===== src/rtl/irq_seq_pkg.sv =====
package irq_seq_pkg;
   typedef enum logic [2:0] {
      ST_IDLE,
      ST_PUSH_HI,
      ST_PUSH_LO,
      ST_TBL_LO,
      ST_TBL_HI
   } seq_state_t;
endpackage


===== src/rtl/irq_req_latch.sv =====
module irq_req_latch #(
   parameter int DATA_W = 8
) (
   input  logic              clk,
   input  logic              rst_n,
   input  logic              irq_req,
   input  logic [DATA_W-1:0] irq_vec,
   input  logic              nmi_req,
   input  logic              iff1,
   input  logic              can_start,
   output logic              start,
   output logic              start_nmi,
   output logic [DATA_W-1:0] vec
);
   logic              nmi_p, irq_p;
   logic [DATA_W-1:0] vec_p;
   logic              nmi_any, irq_any, start_irq, drop_irq;

   assign nmi_any   = nmi_p | nmi_req;
   assign irq_any   = irq_p | irq_req;
   assign vec       = irq_req ? irq_vec : vec_p;
   assign start_nmi = can_start & nmi_any;
   assign start_irq = can_start & ~nmi_any & irq_any & iff1;
   assign drop_irq  = can_start & ~nmi_any & irq_any & ~iff1;
   assign start     = start_nmi | start_irq;

   always_ff @(posedge clk or negedge rst_n) begin
      if (!rst_n) begin
         nmi_p <= 1'b0;
         irq_p <= 1'b0;
         vec_p <= '0;
      end else begin
         nmi_p <= start_nmi ? 1'b0 : nmi_any;
         irq_p <= (start_irq | drop_irq) ? 1'b0 : irq_any;
         if (irq_req) vec_p <= irq_vec;
      end
   end
endmodule


===== src/rtl/irq_target_map.sv =====
module irq_target_map #(
   parameter int                ADDR_W          = 16,
   parameter int                DATA_W          = 8,
   parameter logic [ADDR_W-1:0] NMI_ADDR        = 16'h0066,
   parameter logic [ADDR_W-1:0] FIXED_ADDR      = 16'h0038,
   parameter bit                RST_FROM_OPCODE = 1'b1
) (
   input  logic              is_nmi,
   input  logic [1:0]        mode,
   input  logic [DATA_W-1:0] vec,
   input  logic [DATA_W-1:0] ireg,
   output logic              need_table,
   output logic [ADDR_W-1:0] target,
   output logic [ADDR_W-1:0] table_addr
);
   logic [ADDR_W-1:0] rst_addr;

   generate
      if (RST_FROM_OPCODE) begin : g_rst_opcode
         assign rst_addr = {{(ADDR_W-6){1'b0}}, vec[5:3], 3'b000};
      end else begin : g_rst_index
         assign rst_addr = {{(ADDR_W-6){1'b0}}, vec[2:0], 3'b000};
      end
   endgenerate

   assign need_table = ~is_nmi & mode[1];
   assign table_addr = {ireg, vec};

   always_comb begin
      if (is_nmi)       target = NMI_ADDR;
      else if (mode[1]) target = '0;
      else if (mode[0]) target = FIXED_ADDR;
      else              target = rst_addr;
   end
endmodule


===== src/rtl/irq_accept_seq.sv =====
module irq_accept_seq
   import irq_seq_pkg::*;
#(
   parameter int                ADDR_W          = 16,
   parameter int                DATA_W          = 8,
   parameter logic [ADDR_W-1:0] NMI_ADDR        = 16'h0066,
   parameter logic [ADDR_W-1:0] FIXED_ADDR      = 16'h0038,
   parameter bit                RST_FROM_OPCODE = 1'b1
) (
   input  logic              clk,
   input  logic              rst_n,
   input  logic              irq_req,
   input  logic [DATA_W-1:0] irq_vec,
   input  logic              nmi_req,
   input  logic              iff1_in,
   input  logic              iff2_in,
   input  logic              ei_pend_in,
   input  logic [1:0]        mode_in,
   input  logic              halted_in,
   input  logic [ADDR_W-1:0] pc_in,
   input  logic [ADDR_W-1:0] sp_in,
   input  logic [DATA_W-1:0] ireg_in,
   input  logic              mem_ready,
   input  logic [DATA_W-1:0] mem_rdata,
   output logic              mem_req,
   output logic              mem_we,
   output logic [ADDR_W-1:0] mem_addr,
   output logic [DATA_W-1:0] mem_wdata,
   output logic              busy,
   output logic              done,
   output logic [ADDR_W-1:0] pc_out,
   output logic [ADDR_W-1:0] sp_out,
   output logic              iff1_out,
   output logic              iff2_out,
   output logic              ei_pend_out,
   output logic              halted_out
);
   localparam logic [ADDR_W-1:0] ONE = ADDR_W'(1);
   localparam logic [ADDR_W-1:0] TWO = ADDR_W'(2);

   generate
      if (ADDR_W != 2 * DATA_W) begin : g_bad_width
         $error("ADDR_W must be twice DATA_W");
      end
      if (DATA_W < 6) begin : g_bad_data
         $error("DATA_W must hold a restart index in bits 5:3");
      end
   endgenerate

   seq_state_t        state;
   logic              can_start, start, start_nmi, need_tbl_c, xfer;
   logic [DATA_W-1:0] vec_c;
   logic [ADDR_W-1:0] tgt_c, tbl_c;
   logic [ADDR_W-1:0] pc_q, sp_q, tgt_q, tbl_q;
   logic              nmi_q, iff2_q, need_tbl_q;
   logic [DATA_W-1:0] lo_q;

   assign can_start = (state == ST_IDLE) & ~done;
   assign xfer      = mem_req & mem_ready;
   assign busy      = (state != ST_IDLE);

   irq_req_latch #(.DATA_W(DATA_W)) u_latch (
      .clk       (clk),
      .rst_n     (rst_n),
      .irq_req   (irq_req),
      .irq_vec   (irq_vec),
      .nmi_req   (nmi_req),
      .iff1      (iff1_in),
      .can_start (can_start),
      .start     (start),
      .start_nmi (start_nmi),
      .vec       (vec_c)
   );

   irq_target_map #(
      .ADDR_W          (ADDR_W),
      .DATA_W          (DATA_W),
      .NMI_ADDR        (NMI_ADDR),
      .FIXED_ADDR      (FIXED_ADDR),
      .RST_FROM_OPCODE (RST_FROM_OPCODE)
   ) u_map (
      .is_nmi     (start_nmi),
      .mode       (mode_in),
      .vec        (vec_c),
      .ireg       (ireg_in),
      .need_table (need_tbl_c),
      .target     (tgt_c),
      .table_addr (tbl_c)
   );

   always_comb begin
      mem_req   = 1'b0;
      mem_we    = 1'b0;
      mem_addr  = '0;
      mem_wdata = '0;
      unique case (state)
         ST_PUSH_HI: begin
            mem_req   = 1'b1;
            mem_we    = 1'b1;
            mem_addr  = sp_q - ONE;
            mem_wdata = pc_q[ADDR_W-1:DATA_W];
         end
         ST_PUSH_LO: begin
            mem_req   = 1'b1;
            mem_we    = 1'b1;
            mem_addr  = sp_q - TWO;
            mem_wdata = pc_q[DATA_W-1:0];
         end
         ST_TBL_LO: begin
            mem_req  = 1'b1;
            mem_addr = tbl_q;
         end
         ST_TBL_HI: begin
            mem_req  = 1'b1;
            mem_addr = tbl_q + ONE;
         end
         default: ;
      endcase
   end

   always_ff @(posedge clk or negedge rst_n) begin
      if (!rst_n) begin
         state       <= ST_IDLE;
         pc_q        <= '0;
         sp_q        <= '0;
         tgt_q       <= '0;
         tbl_q       <= '0;
         nmi_q       <= 1'b0;
         iff2_q      <= 1'b0;
         need_tbl_q  <= 1'b0;
         lo_q        <= '0;
         done        <= 1'b0;
         pc_out      <= '0;
         sp_out      <= '0;
         iff1_out    <= 1'b0;
         iff2_out    <= 1'b0;
         ei_pend_out <= 1'b0;
         halted_out  <= 1'b0;
      end else begin
         done <= 1'b0;
         unique case (state)
            ST_IDLE: begin
               if (start) begin
                  pc_q       <= halted_in ? pc_in + ONE : pc_in;
                  sp_q       <= sp_in;
                  tgt_q      <= tgt_c;
                  tbl_q      <= tbl_c;
                  nmi_q      <= start_nmi;
                  iff2_q     <= iff2_in;
                  need_tbl_q <= need_tbl_c;
                  state      <= ST_PUSH_HI;
               end
            end
            ST_PUSH_HI: if (xfer) state <= ST_PUSH_LO;
            ST_PUSH_LO: begin
               if (xfer) begin
                  if (need_tbl_q) begin
                     state <= ST_TBL_LO;
                  end else begin
                     state  <= ST_IDLE;
                     pc_out <= tgt_q;
                     done   <= 1'b1;
                  end
               end
            end
            ST_TBL_LO: begin
               if (xfer) begin
                  lo_q  <= mem_rdata;
                  state <= ST_TBL_HI;
               end
            end
            ST_TBL_HI: begin
               if (xfer) begin
                  pc_out <= {mem_rdata, lo_q};
                  state  <= ST_IDLE;
                  done   <= 1'b1;
               end
            end
            default: state <= ST_IDLE;
         endcase
         if ((state == ST_TBL_HI && xfer) ||
             (state == ST_PUSH_LO && xfer && !need_tbl_q)) begin
            sp_out      <= sp_q - TWO;
            iff1_out    <= 1'b0;
            iff2_out    <= nmi_q & iff2_q;
            ei_pend_out <= 1'b0;
            halted_out  <= 1'b0;
         end
      end
   end
   // ei_pend_in is accepted for interface completeness; every accept clears it.
   logic unused_ok;
   assign unused_ok = ei_pend_in;
endmodule


===== config.mk =====
export PLATFORM = sky130hd
export DESIGN_NAME = irq_accept_seq
export DESIGN_NICKNAME = d
export VERILOG_FILES = /design/src/rtl/irq_seq_pkg.sv /design/src/rtl/irq_req_latch.sv /design/src/rtl/irq_target_map.sv /design/src/rtl/irq_accept_seq.sv
export SDC_FILE = /design/constraint.sdc
export NUM_CORES = 1
export LEC_CHECK = 0
export BUFFER_PORTS_ARGS = -buffer_cell sky130_fd_sc_hd__buf_2
export CAP_MARGIN = 0
export CORE_MARGIN = 10
export CORE_UTILIZATION = 50
export DETAILED_ROUTE_END_ITERATION = 8
export GPL_TIMING_DRIVEN = 1
export PLACE_DENSITY = 0.73
export SKIP_CTS_REPAIR_TIMING = 1
export SYNTH_ARGS = -nofsm -noshare
export SYNTH_HDL_FRONTEND = slang
export SYNTH_SLANG_ARGS = --single-unit

===== constraint.sdc =====
create_clock -name clk -period 2.45 [get_ports clk]
set_input_delay 0.1225 -clock clk [delete_from_list [all_inputs] [get_ports clk]]
set_output_delay 0.1225 -clock clk [all_outputs]
set_load 0.02 [all_outputs]

Word level (Yosys, flattened, before mapping)
Index checks and enable logic that the tools add are counted.
{"block": "classes", "n_eq_ne": 10, "bitwise": 17, "n_addsub": 4, "mux": 26, "n_reduce_logical": 14}
{"op": "$mux W16", "count": 6}
{"op": "$pmux W16 S4", "count": 1}
{"op": "$add A16 B1 Y16 const B", "count": 2}
{"op": "$pmux W16 S2", "count": 1}
{"op": "$pmux W8 S2", "count": 1}
{"op": "$sub A16 B1 Y16 const B", "count": 1}
{"op": "$sub A16 B2 Y16 const B", "count": 1}
{"op": "$mux W3", "count": 5}
{"op": "$pmux W3 S5", "count": 1}
{"op": "$ne A2 B2 Y1 const B", "count": 6}
{"op": "$and A1 B1 Y1", "count": 9}
{"op": "$mux W8", "count": 1}
{"op": "$mux W1", "count": 7}
{"op": "$eq A3 B2 Y1 const B", "count": 2}
{"op": "$mux W6", "count": 1}
{"op": "$reduce_and A5 Y1", "count": 1}
{"op": "$not A1 Y1", "count": 4}
{"op": "$or A1 B1 Y1", "count": 4}
{"op": "$reduce_and A2 Y1", "count": 2}
{"op": "$reduce_and A4 Y1", "count": 1}
{"op": "$reduce_or A4 Y1", "count": 1}
{"op": "$eq A3 B1 Y1 const B", "count": 1}
{"op": "$eq A3 B3 Y1 const B", "count": 1}
{"op": "$logic_and A1 B1 Y1", "count": 3}
{"op": "8 further kinds", "count": 8}
{"block": "word_totals", "elab_cells": 87, "out_inout_bits": 64, "register_bits": 122, "in_bits": 67}

Longest topological paths before layout
Gate-level depths: netlist (run 1).
{"block": "logic_depth", "word_depth": 8, "mapped_depth": 9, "ltp_nobuf": 7}

Hierarchy
Synthesis (run 1) repeated with hierarchy kept, for this count alone.
{"block": "unflattened", "hier_cells": 634, "area_unflattened_um2": 6562.5}
{"mod": "irq_accept_seq", "area_each_um2": 5886.9, "instances": 1, "seq_area_each_um2": 2802.7, "cells_each": 571}
{"mod": "irq_req_latch", "area_each_um2": 416.6, "instances": 1, "seq_area_each_um2": 250.2, "cells_each": 26}
{"mod": "irq_target_map", "area_each_um2": 259.0, "instances": 1, "seq_area_each_um2": 0.0, "cells_each": 37}

Least setup slack after synthesis (run 1)
No wires, ideal clock.
{"block": "synth_path", "kind": "register to output", "from": "register state[0]", "to": "output port mem_addr[11]", "t_required_ns": 2.328, "path_buffers": 3, "path_stages_with_launch": 6, "arrival_ns": 2.077, "setup_slack_ns": 0.251, "cell_sequence": "dfrtp_1 -> buf_2 -> or3b_1 -> clkbuf_1 -> clkbuf_1 -> o311ai_0"}
{"block": "synth_via", "elab_chain_len": 2, "elab_cells_between_ends": 5, "classes_between": "4 x eq/ne; 1 x mux"}
{"element": "start, declared", "line_no": "irq_accept_seq.sv:50", "source": "seq_state_t state;"}
{"element": "start signal, assigned", "line_no": "irq_accept_seq.sv:123", "source": "state <= ST_IDLE;"}
{"element": "start signal, assigned", "line_no": "irq_accept_seq.sv:151", "source": "state <= ST_PUSH_HI;"}
{"element": "start signal, assigned", "line_no": "irq_accept_seq.sv:154", "source": "ST_PUSH_HI: if (xfer) state <= ST_PUSH_LO;"}
{"element": "$eq A3 B3 Y1 (tied with other cells)", "line_no": "irq_accept_seq.sv:96", "source": "unique case (state)"}
{"element": "$pmux W16 S4 *", "line_no": "irq_accept_seq.sv:96"}
{"element": "end, declared", "line_no": "irq_accept_seq.sv:27", "source": "output logic [ADDR_W-1:0] mem_addr,"}
Every way passes the cells marked *; elsewhere a longest branch is shown, timed or not.

Worst setup path after layout (run 1)
{"block": "layout_path", "from": "register sp_q[6]", "to": "output port mem_addr[9]"}
{"block": "layout_via", "elab_chain_len": 2, "elab_cells_between_ends": 3, "classes_between": "2 x add/sub; 1 x mux"}
{"element": "start, declared", "line_no": "irq_accept_seq.sv:54", "source": "logic [ADDR_W-1:0] pc_q, sp_q, tgt_q, tbl_q;"}
{"element": "start signal, assigned", "line_no": "irq_accept_seq.sv:145", "source": "sp_q <= sp_in;"}
{"element": "$sub A16 B2 Y16 / $sub A16 B1 Y16 (equally long branches)", "line_no": "irq_accept_seq.sv:106, irq_accept_seq.sv:100"}
{"element": "$pmux W16 S4 *", "line_no": "irq_accept_seq.sv:96"}
Marked as above.

==> results of run 1 <==
-- power breakdown --
group          internal, mW  leakage [nW]  total, mW  switching [mW]
sequential             2.62          1.33       3.42           0.801
clock                 0.739         0.143       1.45           0.716
combinational          1.91          1.89       5.03            3.12
total                  5.27          3.36       9.91            4.63
-- cells by family (layout without fill, tap and decap cells) --
logic type / after synthesis / after routing / synth area share [%]
other: 1 / 3 / 0.0651
AOI/OAI and AO/OA: 143 / 143 / 15.9
and+or+nand+nor: 257 / 257 / 20.3
muxes: 25 / 25 / 4.73
adders and majority gates: 5 / 5 / 1.09
DFF: 109 / 109 / 47.4
xor gates and xnor gates: 36 / 36 / 5.47
buffers and inverters: 59 / 194 / 5.13
-- state kept, by name (all words and copies together) (netlist names) --
name / cells
u_latch.vec_p: 8
state: 3
sp_out: 16
lo_q: 8
sp_q: 16
done: 1
u_latch.nmi_p: 1
pc_q: 16
iff2_q: 1
tgt_q: 4
tbl_q: 16
iff2_out: 1
u_latch.irq_p: 1
need_tbl_q: 1
pc_out: 16
-- layer usage --
layer / global-route usage [%] / part of all wire, % / up-vias
met5: 0 / 0 / -
met4: 6.10 / 1.6 / 0
met3: 3.93 / 6.1 / 16
met2: 31.4 / 47 / 183
met1: 25.7 / 45 / 2465
li1: - / - / 2462
-- how the worst max path moves through the flow --
| stage | startpoint | end | slack, ns | cells past startpoint |
|---|---|---|---|---|
| 6_report | sp_q[6]$_DFFE_PN0P_ | mem_addr[9] | 0.08 | 7 |
| 5_1_grt | state[1]$_DFFE_PN0P_ | mem_addr[10] | -0.005 | 6 |
| 4_1_cts | sp_q[5]$_DFFE_PN0P_ | mem_addr[10] | -0.11 | 6 |
| 3_5_place_dp | sp_q[5]$_DFFE_PN0P_ | mem_addr[12] | 0.27 | 5 |
| 3_3_place_gp | sp_q[6]$_DFFE_PN0P_ | mem_addr[10] | 0.25 | 6 |
| 2_1_floorplan | state[0]$_DFFE_PN0P_ | mem_addr[11] | 0.25 | 5 |
-- layout by cell type, fill, tap and decap left out, types with 9 or more instances in the layout --
cell	count
nor2_1	28
mux2_2	18
nor3_1	10
dfrtp_1	99
buf_4	23
xnor2_1	13
buf_2	124
nand3_1	14
nand2_1	151
a22o_1	20
xor2_1	23
dlygate4sd3_1	17
o21ai_0	58
dfrtp_2	10
a21oi_1	22
nand4_1	13
clkbuf_16	9
-- stage by stage --
stage,utilization (%),hold slack (ns),cells,setup WS [ns]
CTS,59.9,-0.227,893,-0.108
global route,62.6,0.00313,915,-0.00534
global placement,57.3,0.146,877,0.253
detailed placement,57.3,0.157,877,0.274
floorplan,-,-0.173,637,0.251
finish,62.6,-0.0201,915,0.0781
-- area by class of cell --
cell class | instances | area [um^2]
Fill cell | 968 | 4250
Multi-Input combinational cell | 469 | 2840
Sequential cell | 109 | 2740
Timing Repair Buffer | 167 | 1020
Clock buffer | 10 | 239
Tap cell | 143 | 179
Clock inverter | 6 | 52.6
Inverter | 11 | 43.8
-- critical path, delay by kind of cell, from the launching register on --
family / cells / cell delay, ns
AND/OR/NAND/NOR: 2 / 0.46
flip-flops: 1 / 0.45
AO/OA/AOI/OAI: 3 / 0.59
buffers and inverters: 2 / 0.40
==> metrics.csv, run 1 <==
metric,value,unit
critical path data required time,2.33,ns
flip-flop cell with the highest count after synthesis,dfrtp_1,
worst path cell trace,nor4_4 -> buf_4 -> nand3_1 -> a211o_1 -> o211ai_1 -> o211ai_1 -> buf_4,
cell with the most instances after synthesis,nand2_1,
"Arr. time, crit path",2.25,ns
H-tree lvl count,3,
reported leakage power,3.36,nW
overall global routing resource usage,19.5,%
min-delay worst type,primary input to flip-flop,
global placer's final weighted congestion,0.870,
post-synth cell types,59,
portion of synthesized cell area occupied by the leading cell type,47.4,%
startpoint of the lowest-slack hold path,ireg_in[4],
Post-synth EDFFs,0,
final setup skew,0.00991,ns
share of async-settable or async-resettable flops after synthesis,100,%
Syn. warnings,0,
Hold Worst Slack,-0.0201,ns
total setup violations reported at the end of the flow,0,
initial antenna violation count,0,
cell area after technology mapping,5760,um^2
violations in the final reports,hold timing,
Power Total,9.91,mW
number of cells on the worst hold path,3,
final WL,16.2,mm
GRT overflow,0,
worst slew pin tran,0.618,ns
clock slew at the register clock pins of the worst setup and hold paths,0.07,ns
critical register-to-register path startpoint,state[0]$_DFFE_PN0P_,
CTS sink cnt,109,
Top Ports,131,
antenna violation net count after detailed routing,0,
"slowest stage delay, CP",0.45,ns
via count of the first global-routing pass,5059,
estimated wirelength of the detail-placed design,12.1,mm
total cell area at the placement stage,6520,um^2
Hold Path End,tbl_q[12]$_DFFE_PN0P_,
element type at the critical path start,flip-flop,
Register-to-Register Setup Slack,0.32,ns
port buffer count,126,
pin count of the biggest net entering global routing,68,
cell type with the highest aggregate area in the netlist,dfrtp_1,
final critical-path share of the clock period,96.8,%
total iterations of the first detailed-routing run,6,
Diodes inserted,0,
crit path max-delay cell type,dfrtp_1,
Final Hold Viols,8,
Die X-Extent,127,um
TritonCTS Buffers,9,
summed area of non-filler cells in the final layout,7120,um^2
largest cells by area after synthesis,"dfrtp_1 (47%), nand2_1 (9.9%), o21ai_0 (5.0%), mux2_2 (3.5%), xor2_1 (3.5%)",
crit path max fanout,6,
net count reported at finish,839,
Syn Inst Count,635,
total via count after detailed routing,5126,
Period minus WS final,2.37,ns
clk buf depth,2,
depth of the worst register-to-register path,6,
Max Clock Freq,422,MHz
initial core utilization,50.7,%
floorplan row count,39,
run status,"complete, but fails checks",
clock tree from TritonCTS,yes,
peak supply drop,691,uV
latest clock arrival within the worst-skew pair,0.36,ns
reg-to-reg endpoint,pc_out[0]$_DFFE_PN0P_,
power per cell area,1390,nW/um^2
synthesis-to-layout area growth,23.5,%
global-route wire length before repair,25.9,mm
final-layout setup total negative slack,0,ns
type of destination of the critical path,output pin,
Maximum Capacitance Violations,0,
Mean Syn Cell Area,9.07,um^2
average detailed-routed wire length per instance,17.7,um
Root Buffer Master,clkbuf_16,
Avg Vias per Cell,5.60,
Residual DRC,0,
placeable core region,11400,um^2
number of storage elements in the synthesis netlist,109,
critical path type,flip-flop to output pin,
Die Footprint,16200,um^2
Die Height,127,um
DRT iter0 DRCs,422,
fraction of final layout cells with drive strength greater than 1,28.6,%
sequential area share after synthesis,47.4,%
worst-case headroom to the max-slew limit,58.3,%
top cells by instance count after synthesis,"nand2_1 (152), dfrtp_1 (109), o21ai_0 (58)",
final-report max-slew violation count,0,
(Power assumes the default switching activity.)
==> inputs of run 2 (changes only) <==
Settings changed: BUFFER_PORTS_ARGS -buffer_cell sky130_fd_sc_hd__buf_2 to default, DONT_BUFFER_PORTS from default to 1, PLACE_DENSITY 0.73 to 0.63, SYNTH_HIERARCHICAL from default to 1.
==> run 2 against run 1 <==
Against the previous run:
- the run ends with hold timing, setup timing left
- sequential power grew 20%
- setup slack got worse by 0.095 ns
- area after synthesis up 14%
- critical path type unchanged
- largest cell class unchanged
- wire length is 4.4% higher
- synthesized cell count fell by 0.16%
- highest routed layer unchanged
==> metrics.csv, run 2 <==
metric,value,unit,change
setup repair after global routing missed its margin,yes,,
portion of synthesized cell area occupied by the leading cell type,46.5,%,was 47.4%
total iterations of the first detailed-routing run,5,,was 6
synthesis-to-layout area growth,26.2,%,was 23.5%
share of async-settable or async-resettable flops after synthesis,100,%,unchanged
critical path type,flip-flop to output pin,,unchanged
internal power,6.87,mW,was 5.27 mW
antenna violation net count after detailed routing,0,,unchanged
Avg Vias per Cell,5.58,,was 5.60
net count reported at finish,791,,was 839
DRT iter0 DRCs,365,,was 422
total setup violations reported at the end of the flow,1,,was 0
via count of the first global-routing pass,4700,,was 5059
GRT overflow,0,,unchanged
port buffer count,0,,was 126
average detailed-routed wire length per instance,18.7,um,was 17.7 um
final-layout setup total negative slack,-0.0168,ns,was 0 ns
floorplan row count,41,,was 39
clock slew at the register clock pins of the worst setup and hold paths,0.06,ns,was 0.07 ns
total cell area at the placement stage,6670,um^2,was 6520 um^2
TritonCTS Buffers,17,,was 9
Mean Syn Cell Area,10.4,um^2,was 9.07 um^2
largest cells by area after synthesis,"dfrtp_1 (47%), mux2_2 (8.9%), buf_4 (4.0%), nand2_1 (3.4%), mux2i_1 (2.9%)",,"was dfrtp_1 (47%), nand2_1 (9.9%), o21ai_0 (5.0%), mux2_2 (3.5%), xor2_1 (3.5%)"
worst slew pin tran,0.656,ns,was 0.618 ns
Post-synth EDFFs,0,,unchanged
Die Height,135,um,was 127 um
Hold Worst Slack,-0.597,ns,was -0.0201 ns
final WL,16.9,mm,was 16.2 mm
violations in the final reports,"hold timing, setup timing",,was hold timing
power per cell area,1400,nW/um^2,was 1390 nW/um^2
reg-to-reg endpoint,sp_q[12]$_DFFE_PN0P_,,was pc_out[0]$_DFFE_PN0P_
critical path data required time,2.33,ns,about the same
switching power summed over all nets,4.68,mW,was 4.63 mW
global-route wire length before repair,25.4,mm,was 25.9 mm
clock tree from TritonCTS,yes,,unchanged
CTS sink cnt,122,,was 109
placeable core region,12700,um^2,was 11400 um^2
final setup skew,0.00816,ns,was 0.00991 ns
initial antenna violation count,0,,unchanged
number of storage elements in the synthesis netlist,122,,was 109
destination of the critical timing path,mem_addr[12],,was mem_addr[9]
Maximum Capacitance Violations,0,,unchanged
cell with the most instances after synthesis,dfrtp_1,,was nand2_1
"Arr. time, crit path",2.34,ns,was 2.25 ns
"top library cells by usage in the layout, fill and taps aside","dfrtp_1 (111), dlygate4sd3_1 (71), nand2_1 (58), mux2_2 (52), buf_4 (49)",,"was nand2_1 (151), buf_2 (124), dfrtp_1 (99), o21ai_0 (58), nor2_1 (28)"
sequential area share after synthesis,46.5,%,was 47.4%
placed instance count,780,,was 877
summed area of non-filler cells in the final layout,8280,um^2,was 7120 um^2
depth of the worst register-to-register path,7,,was 6
critical path startpoint,sp_q[9]$_DFFE_PN0P_,,was sp_q[6]$_DFFE_PN0P_
Diodes inserted,0,,unchanged
H-tree lvl count,4,,was 3
worst setup slack after layout,-0.0168,ns,was 0.0781 ns
final critical-path share of the clock period,101,%,was 96.8%
final-report max-slew violation count,0,,unchanged
Die X-Extent,135,um,was 127 um
total via count after detailed routing,5035,,was 5126
run status,"complete, but fails checks",,unchanged
latest clock arrival within the worst-skew pair,0.41,ns,was 0.36 ns
estimated wirelength of the detail-placed design,11.4,mm,was 12.1 mm
min-delay worst type,primary input to async pin,,was primary input to flip-flop
pin count of the biggest net entering global routing,123,,was 68
initial core utilization,51.6,%,was 50.7%
Register-to-Register Setup Slack,0.27,ns,was 0.32 ns
Period minus WS final,2.47,ns,was 2.37 ns
cell area after technology mapping,6560,um^2,was 5760 um^2
Max Clock Freq,405,MHz,was 422 MHz
overall global routing resource usage,17.6,%,was 19.5%
fill count,1009,,was 968
most common library cell in the layout ignoring fill and taps,dfrtp_1,,was nand2_1
global placer's final weighted congestion,0.899,,was 0.870
reported leakage power,3.45,nW,was 3.36 nW
Top Ports,131,,unchanged
Final Hold Viols,124,,was 8
relative contribution of combinational cells to total power,43.7,%,was 50.8%
type of destination of the critical path,output pin,,unchanged
worst-case headroom to the max-slew limit,56.1,%,was 58.3%
top cells by instance count after synthesis,"dfrtp_1 (122), nand2_1 (59), mux2_2 (52)",,"was nand2_1 (152), dfrtp_1 (109), o21ai_0 (58)"
part of the total power dissipated in the clock network,20.8,%,was 14.7%
flip-flop cell with the highest count after synthesis,dfrtp_1,,unchanged
part of the total power dissipated in sequential elements,35.4,%,was 34.5%
Syn Inst Count,634,,was 635
critical register-to-register path startpoint,state[1]$_DFFE_PN0P_,,was state[0]$_DFFE_PN0P_
Residual DRC,0,,unchanged
sw frac,40.5,%,was 46.8%
element type at the critical path start,flip-flop,,unchanged
peak supply drop,711,uV,was 691 uV
fraction of final layout cells with drive strength greater than 1,26.1,%,was 28.6%
DP Worst Slack,0.205,ns,was 0.274 ns
Root Buffer Master,clkbuf_16,,unchanged
Syn. warnings,6,,was 0
clk buf depth,2,,unchanged
Final Instance Count excl. Fillers,903,,was 915
cell type with the highest aggregate area in the netlist,dfrtp_1,,unchanged
post-synth cell types,66,,was 59
crit path max fanout,4,,was 6
Die Footprint,18100,um^2,was 16200 um^2
## run 2: cell count changes in the layout (fill, tap and decap cells not counted), sizes merged, moves of 8 or more
cell,delta
buf,-97
nand2,-92
dlygate4sd3,+54
mux2,+43
clkbuf,+13
dfrtp,+13
mux2i,+12
a22o,-11
nor2,+11
conb,+10
and3,+8
## run 2: metrics by stage
| stage | power [mW] | util [%] |
|---|---|---|
| 5_1_grt | 12.3 | 65.1 |
| 3_5_place_dp | 8.55 | 52.4 |
| 2_1_floorplan | 7.31 | - |
| 3_3_place_gp | 8.42 | 52.4 |
| 6_report | 11.6 | 65.1 |
| 4_1_cts | 11.0 | 56.9 |
## run 2: how the worst min path moves through the flow
stage / start / end / slack, ns / depth (start not counted)
detailed placement: rst_n / sp_out[12]$_DFFE_PN0P_ / -0.17 / 0
CTS: rst_n / sp_q[7]$_DFFE_PN0P_ / -0.61 / 0
finish: rst_n / sp_q[8]$_DFFE_PN0P_ / -0.60 / 0
floorplan: rst_n / done$_DFF_PN0_ / -0.17 / 0
global placement: rst_n / sp_out[12]$_DFFE_PN0P_ / -0.17 / 0
global route: rst_n / sp_q[8]$_DFFE_PN0P_ / -0.61 / 0
## run 2: kinds of logic after synthesis
family	synth area share, %
other cells	0.114
mux	13.8
fa+ha+maj	0.953
simple gates	13.5
compound gates	12.9
flops	46.5
xor+xnor	4.80
buf+inv	7.32
## run 2: final cells by class
class / instances / area (um^2) / share of cell area (%)
Sequential cell: 122 / 3070 / 37.0
Inverter: 11 / 41.3 / 0.498
Multi-Input combinational cell: 443 / 3250 / 39.2
Tap cell: 172 / 215 / 2.60
Timing Repair Buffer: 124 / 1140 / 13.8
Clock inverter: 8 / 93.8 / 1.13
Clock buffer: 23 / 478 / 5.77
## run 2: critical path, cell delays in order (launching register included)
cell and delay (ns):
dfrtp_2 0.44, or4_4 0.58, or3_4 0.42, a32oi_1 0.20
o211ai_1 0.13, buf_4 0.17
## run 2: power by group through the flow
stage | Combinational [mW] | Clock (mW) | Sequential [mW]
after floorplan | 3.58 | 0 | 3.72
after global placement | 4.37 | 0 | 4.05
after detailed placement | 4.47 | 0 | 4.09
after CTS | 4.49 | 2.45 | 4.06
after global routing | 5.52 | 2.55 | 4.24
final | 5.05 | 2.41 | 4.10
## run 2: layer usage
metal / track usage, % / vias up / part of all wire, %
met3: 7.60 / 23 / 8.8
met4: 6.35 / 0 / 1.9
met5: 0 / - / 0
li1: - / 2390 / -
met2: 27.8 / 177 / 48
met1: 21.0 / 2445 / 41
==> inputs of run 3 (changes only) <==
Settings changed: BUFFER_PORTS_ARGS from default to -buffer_cell sky130_fd_sc_hd__buf_2, CORE_UTILIZATION 50 to 55, DONT_BUFFER_PORTS 1 to default, PLACE_DENSITY 0.63 to 0.78.
==> run 3 against run 2 <==
Against the previous run:
- the flow still finishes with violations (hold timing, setup timing)
- sequential share of layout area shrank 1.8 points
- clock-buffer cell count decreased by 2
- sequential power down 5.9%
- clock skew hardly changed
- core utilization increased by 10 points
- non-clock buffer count is 103 higher
- cell count grew 8.4%
- largest power group unchanged
==> metrics.csv, run 3 (same netlist as run 2, synthesis figures left out) <==
metric,value,unit,change
run status,"complete, but fails checks",,unchanged
violations in the final reports,"hold timing, setup timing",,unchanged
critical path data required time,2.33,ns,about the same
final-report max-slew violation count,0,,unchanged
total via count after detailed routing,5836,,was 5035
worst setup slack after layout,-0.156,ns,was -0.0168 ns
sw frac,41.9,%,was 40.5%
worst path cell trace,buf_6 -> nor3b_1 -> buf_4 -> nor2_2 -> inv_1 -> a31oi_1 -> o211ai_1 -> buf_4,,was or4_4 -> or3_4 -> a32oi_1 -> o211ai_1 -> buf_4
antenna violation net count after detailed routing,0,,unchanged
fraction of final layout cells with drive strength greater than 1,39.0,%,was 26.1%
initial core utilization,56.7,%,was 51.6%
TritonCTS Buffers,17,,unchanged
Max Clock Freq,384,MHz,was 405 MHz
Top Ports,131,,unchanged
switching power summed over all nets,5.28,mW,was 4.68 mW
via count of the first global-routing pass,5165,,was 4700
initial antenna violation count,1,,was 0
Maximum Capacitance Violations,0,,unchanged
peak supply drop,713,uV,was 711 uV
crit path max-delay cell type,dfrtp_2,,was or4_4
clk buf depth,2,,unchanged
setup repair after global routing missed its margin,yes,,unchanged
floorplan row count,39,,was 41
clock slew at the register clock pins of the worst setup and hold paths,0.06,ns,about the same
WP buf/inv,4,,was 1
crit path max fanout,9,,was 4
"top library cells by usage in the layout, fill and taps aside","buf_2 (120), dfrtp_1 (108), buf_4 (61), nand2_1 (58), mux2_2 (52)",,"was dfrtp_1 (111), dlygate4sd3_1 (71), nand2_1 (58), mux2_2 (52), buf_4 (49)"
type of destination of the critical path,output pin,,unchanged
H-tree lvl count,4,,unchanged
DRT iter0 DRCs,624,,was 365
area taken by flip-flops and latches,3070,um^2,about the same
overall global routing resource usage,19.9,%,was 17.6%
latest clock arrival within the worst-skew pair,0.42,ns,was 0.41 ns
family with the most delay on the worst path,buffers and inverters,,was simple AND/OR/NAND/NOR gates
DP Worst Slack,0.185,ns,was 0.205 ns
clock tree from TritonCTS,yes,,unchanged
net count reported at finish,894,,was 791
Die Footprint,16700,um^2,was 18100 um^2
part of the total power dissipated in the clock network,20.0,%,was 20.8%
synthesis-to-layout area growth,32.8,%,was 26.2%
average detailed-routed wire length per instance,20.0,um,was 18.7 um
part of the total power dissipated in sequential elements,30.6,%,was 35.4%
area taken by multi-input logic gates,3290,um^2,was 3250 um^2
Avg Vias per Cell,5.96,,was 5.58
Die Height,129,um,was 135 um
placeable core region,11600,um^2,was 12700 um^2
final critical-path share of the clock period,106,%,was 101%
Hold Worst Slack,-0.0103,ns,was -0.597 ns
min-delay worst type,primary input to flip-flop,,was primary input to async pin
Power Total,12.6,mW,was 11.6 mW
power per cell area,1440,nW/um^2,was 1400 nW/um^2
Die X-Extent,129,um,was 135 um
total iterations of the first detailed-routing run,6,,was 5
worst slew pin tran,0.794,ns,was 0.656 ns
global-route wire length before repair,26.4,mm,was 25.4 mm
critical path type,flip-flop to output pin,,unchanged
element type at the critical path start,flip-flop,,unchanged
internal power,7.31,mW,was 6.87 mW
final-layout setup total negative slack,-0.711,ns,was -0.0168 ns
Root Buffer Master,clkbuf_16,,unchanged
"Arr. time, crit path",2.48,ns,was 2.34 ns
GRT overflow,0,,unchanged
most common library cell in the layout ignoring fill and taps,buf_2,,was dfrtp_1
"slowest stage delay, CP",0.45,ns,was 0.58 ns
dominant cell type by count on the critical path,buf_4,,
Residual DRC,0,,unchanged
port buffer count,126,,was 0
Period minus WS final,2.61,ns,was 2.47 ns
relative contribution of combinational cells to total power,49.4,%,was 43.7%
worst-case headroom to the max-slew limit,46.9,%,was 56.1%
fill count,701,,was 1009
total setup violations reported at the end of the flow,8,,was 1
estimated wirelength of the detail-placed design,12.0,mm,was 11.4 mm
final setup skew,0.00827,ns,was 0.00816 ns
final WL,19.6,mm,was 16.9 mm
Final Hold Viols,2,,was 124
reported leakage power,3.90,nW,was 3.45 nW
global placer's final weighted congestion,0.961,,was 0.899
final core utilization,75.4,%,was 65.1%
pin count of the biggest net entering global routing,67,,was 123
CTS sink cnt,122,,unchanged
run 3: tightest hold or removal path: stages:
cell	delay, ns
buf_2	0.09
nor2_1	0.07
nor2_1	0.09
run 3: power groups by stage:
stage | sequential (mW) | combinational, mW | clock [mW]
finish | 3.86 | 6.22 | 2.52
global route | 3.95 | 6.59 | 2.63
CTS | 3.77 | 5.16 | 2.53
detailed placement | 3.79 | 5.10 | 0
global placement | 3.72 | 4.97 | 0
floorplan | 3.72 | 3.58 | 0
run 3: stage by stage:
step,area (um^2),cells
after floorplan,6600,645
after global placement,7200,868
after detailed placement,7200,868
after CTS,7790,900
after global routing,8720,979
final,8720,979
run 3: cell type report:
cell class                 instances  share of cell area [%]
antenna                            1                  0.0287
clock inverter                    11                    1.67
tap                              143                    2.05
sequential                       122                    35.2
clock buffer                      21                    5.17
multi-input combinational        443                    37.7
inverter                          11                   0.474
timing repair buffer             227                    17.7
run 3: per-layer routing:
metal | vias up | wire [um] | global-route usage [%]
met1 | 2805 | 7600 | 23.4
met5 | - | 0 | 0
met4 | 0 | 794 | 7.56
met2 | 343 | 9490 | 32.7
met3 | 84 | 1680 | 7.14
li1 | 2604 | - | -
run 3: worst paths after layout:
| check | cells past startpoint | to | start | slack [ns] |
|---|---|---|---|---|
| setup / recovery | 8 | mem_addr[9] | state[0]$_DFFE_PN0P_ | -0.16 |
| hold / removal | 3 | u_latch/nmi_p$_DFF_PN0_ | nmi_req | -0.01 |
| setup reg to reg | 7 | tbl_q[6]$_DFFE_PN0P_ | state[0]$_DFFE_PN0P_ | 0.25 |
| hold reg to reg | 2 | pc_out[8]$_DFFE_PN0P_ | pc_out[8]$_DFFE_PN0P_ | 0.48 |
| max in group asynchronous | 3 | lo_q[3]$_DFFE_PN0P_ | rst_n | 1.56 |
| min in group asynchronous | 2 | sp_q[13]$_DFFE_PN0P_ | rst_n | 0.17 |
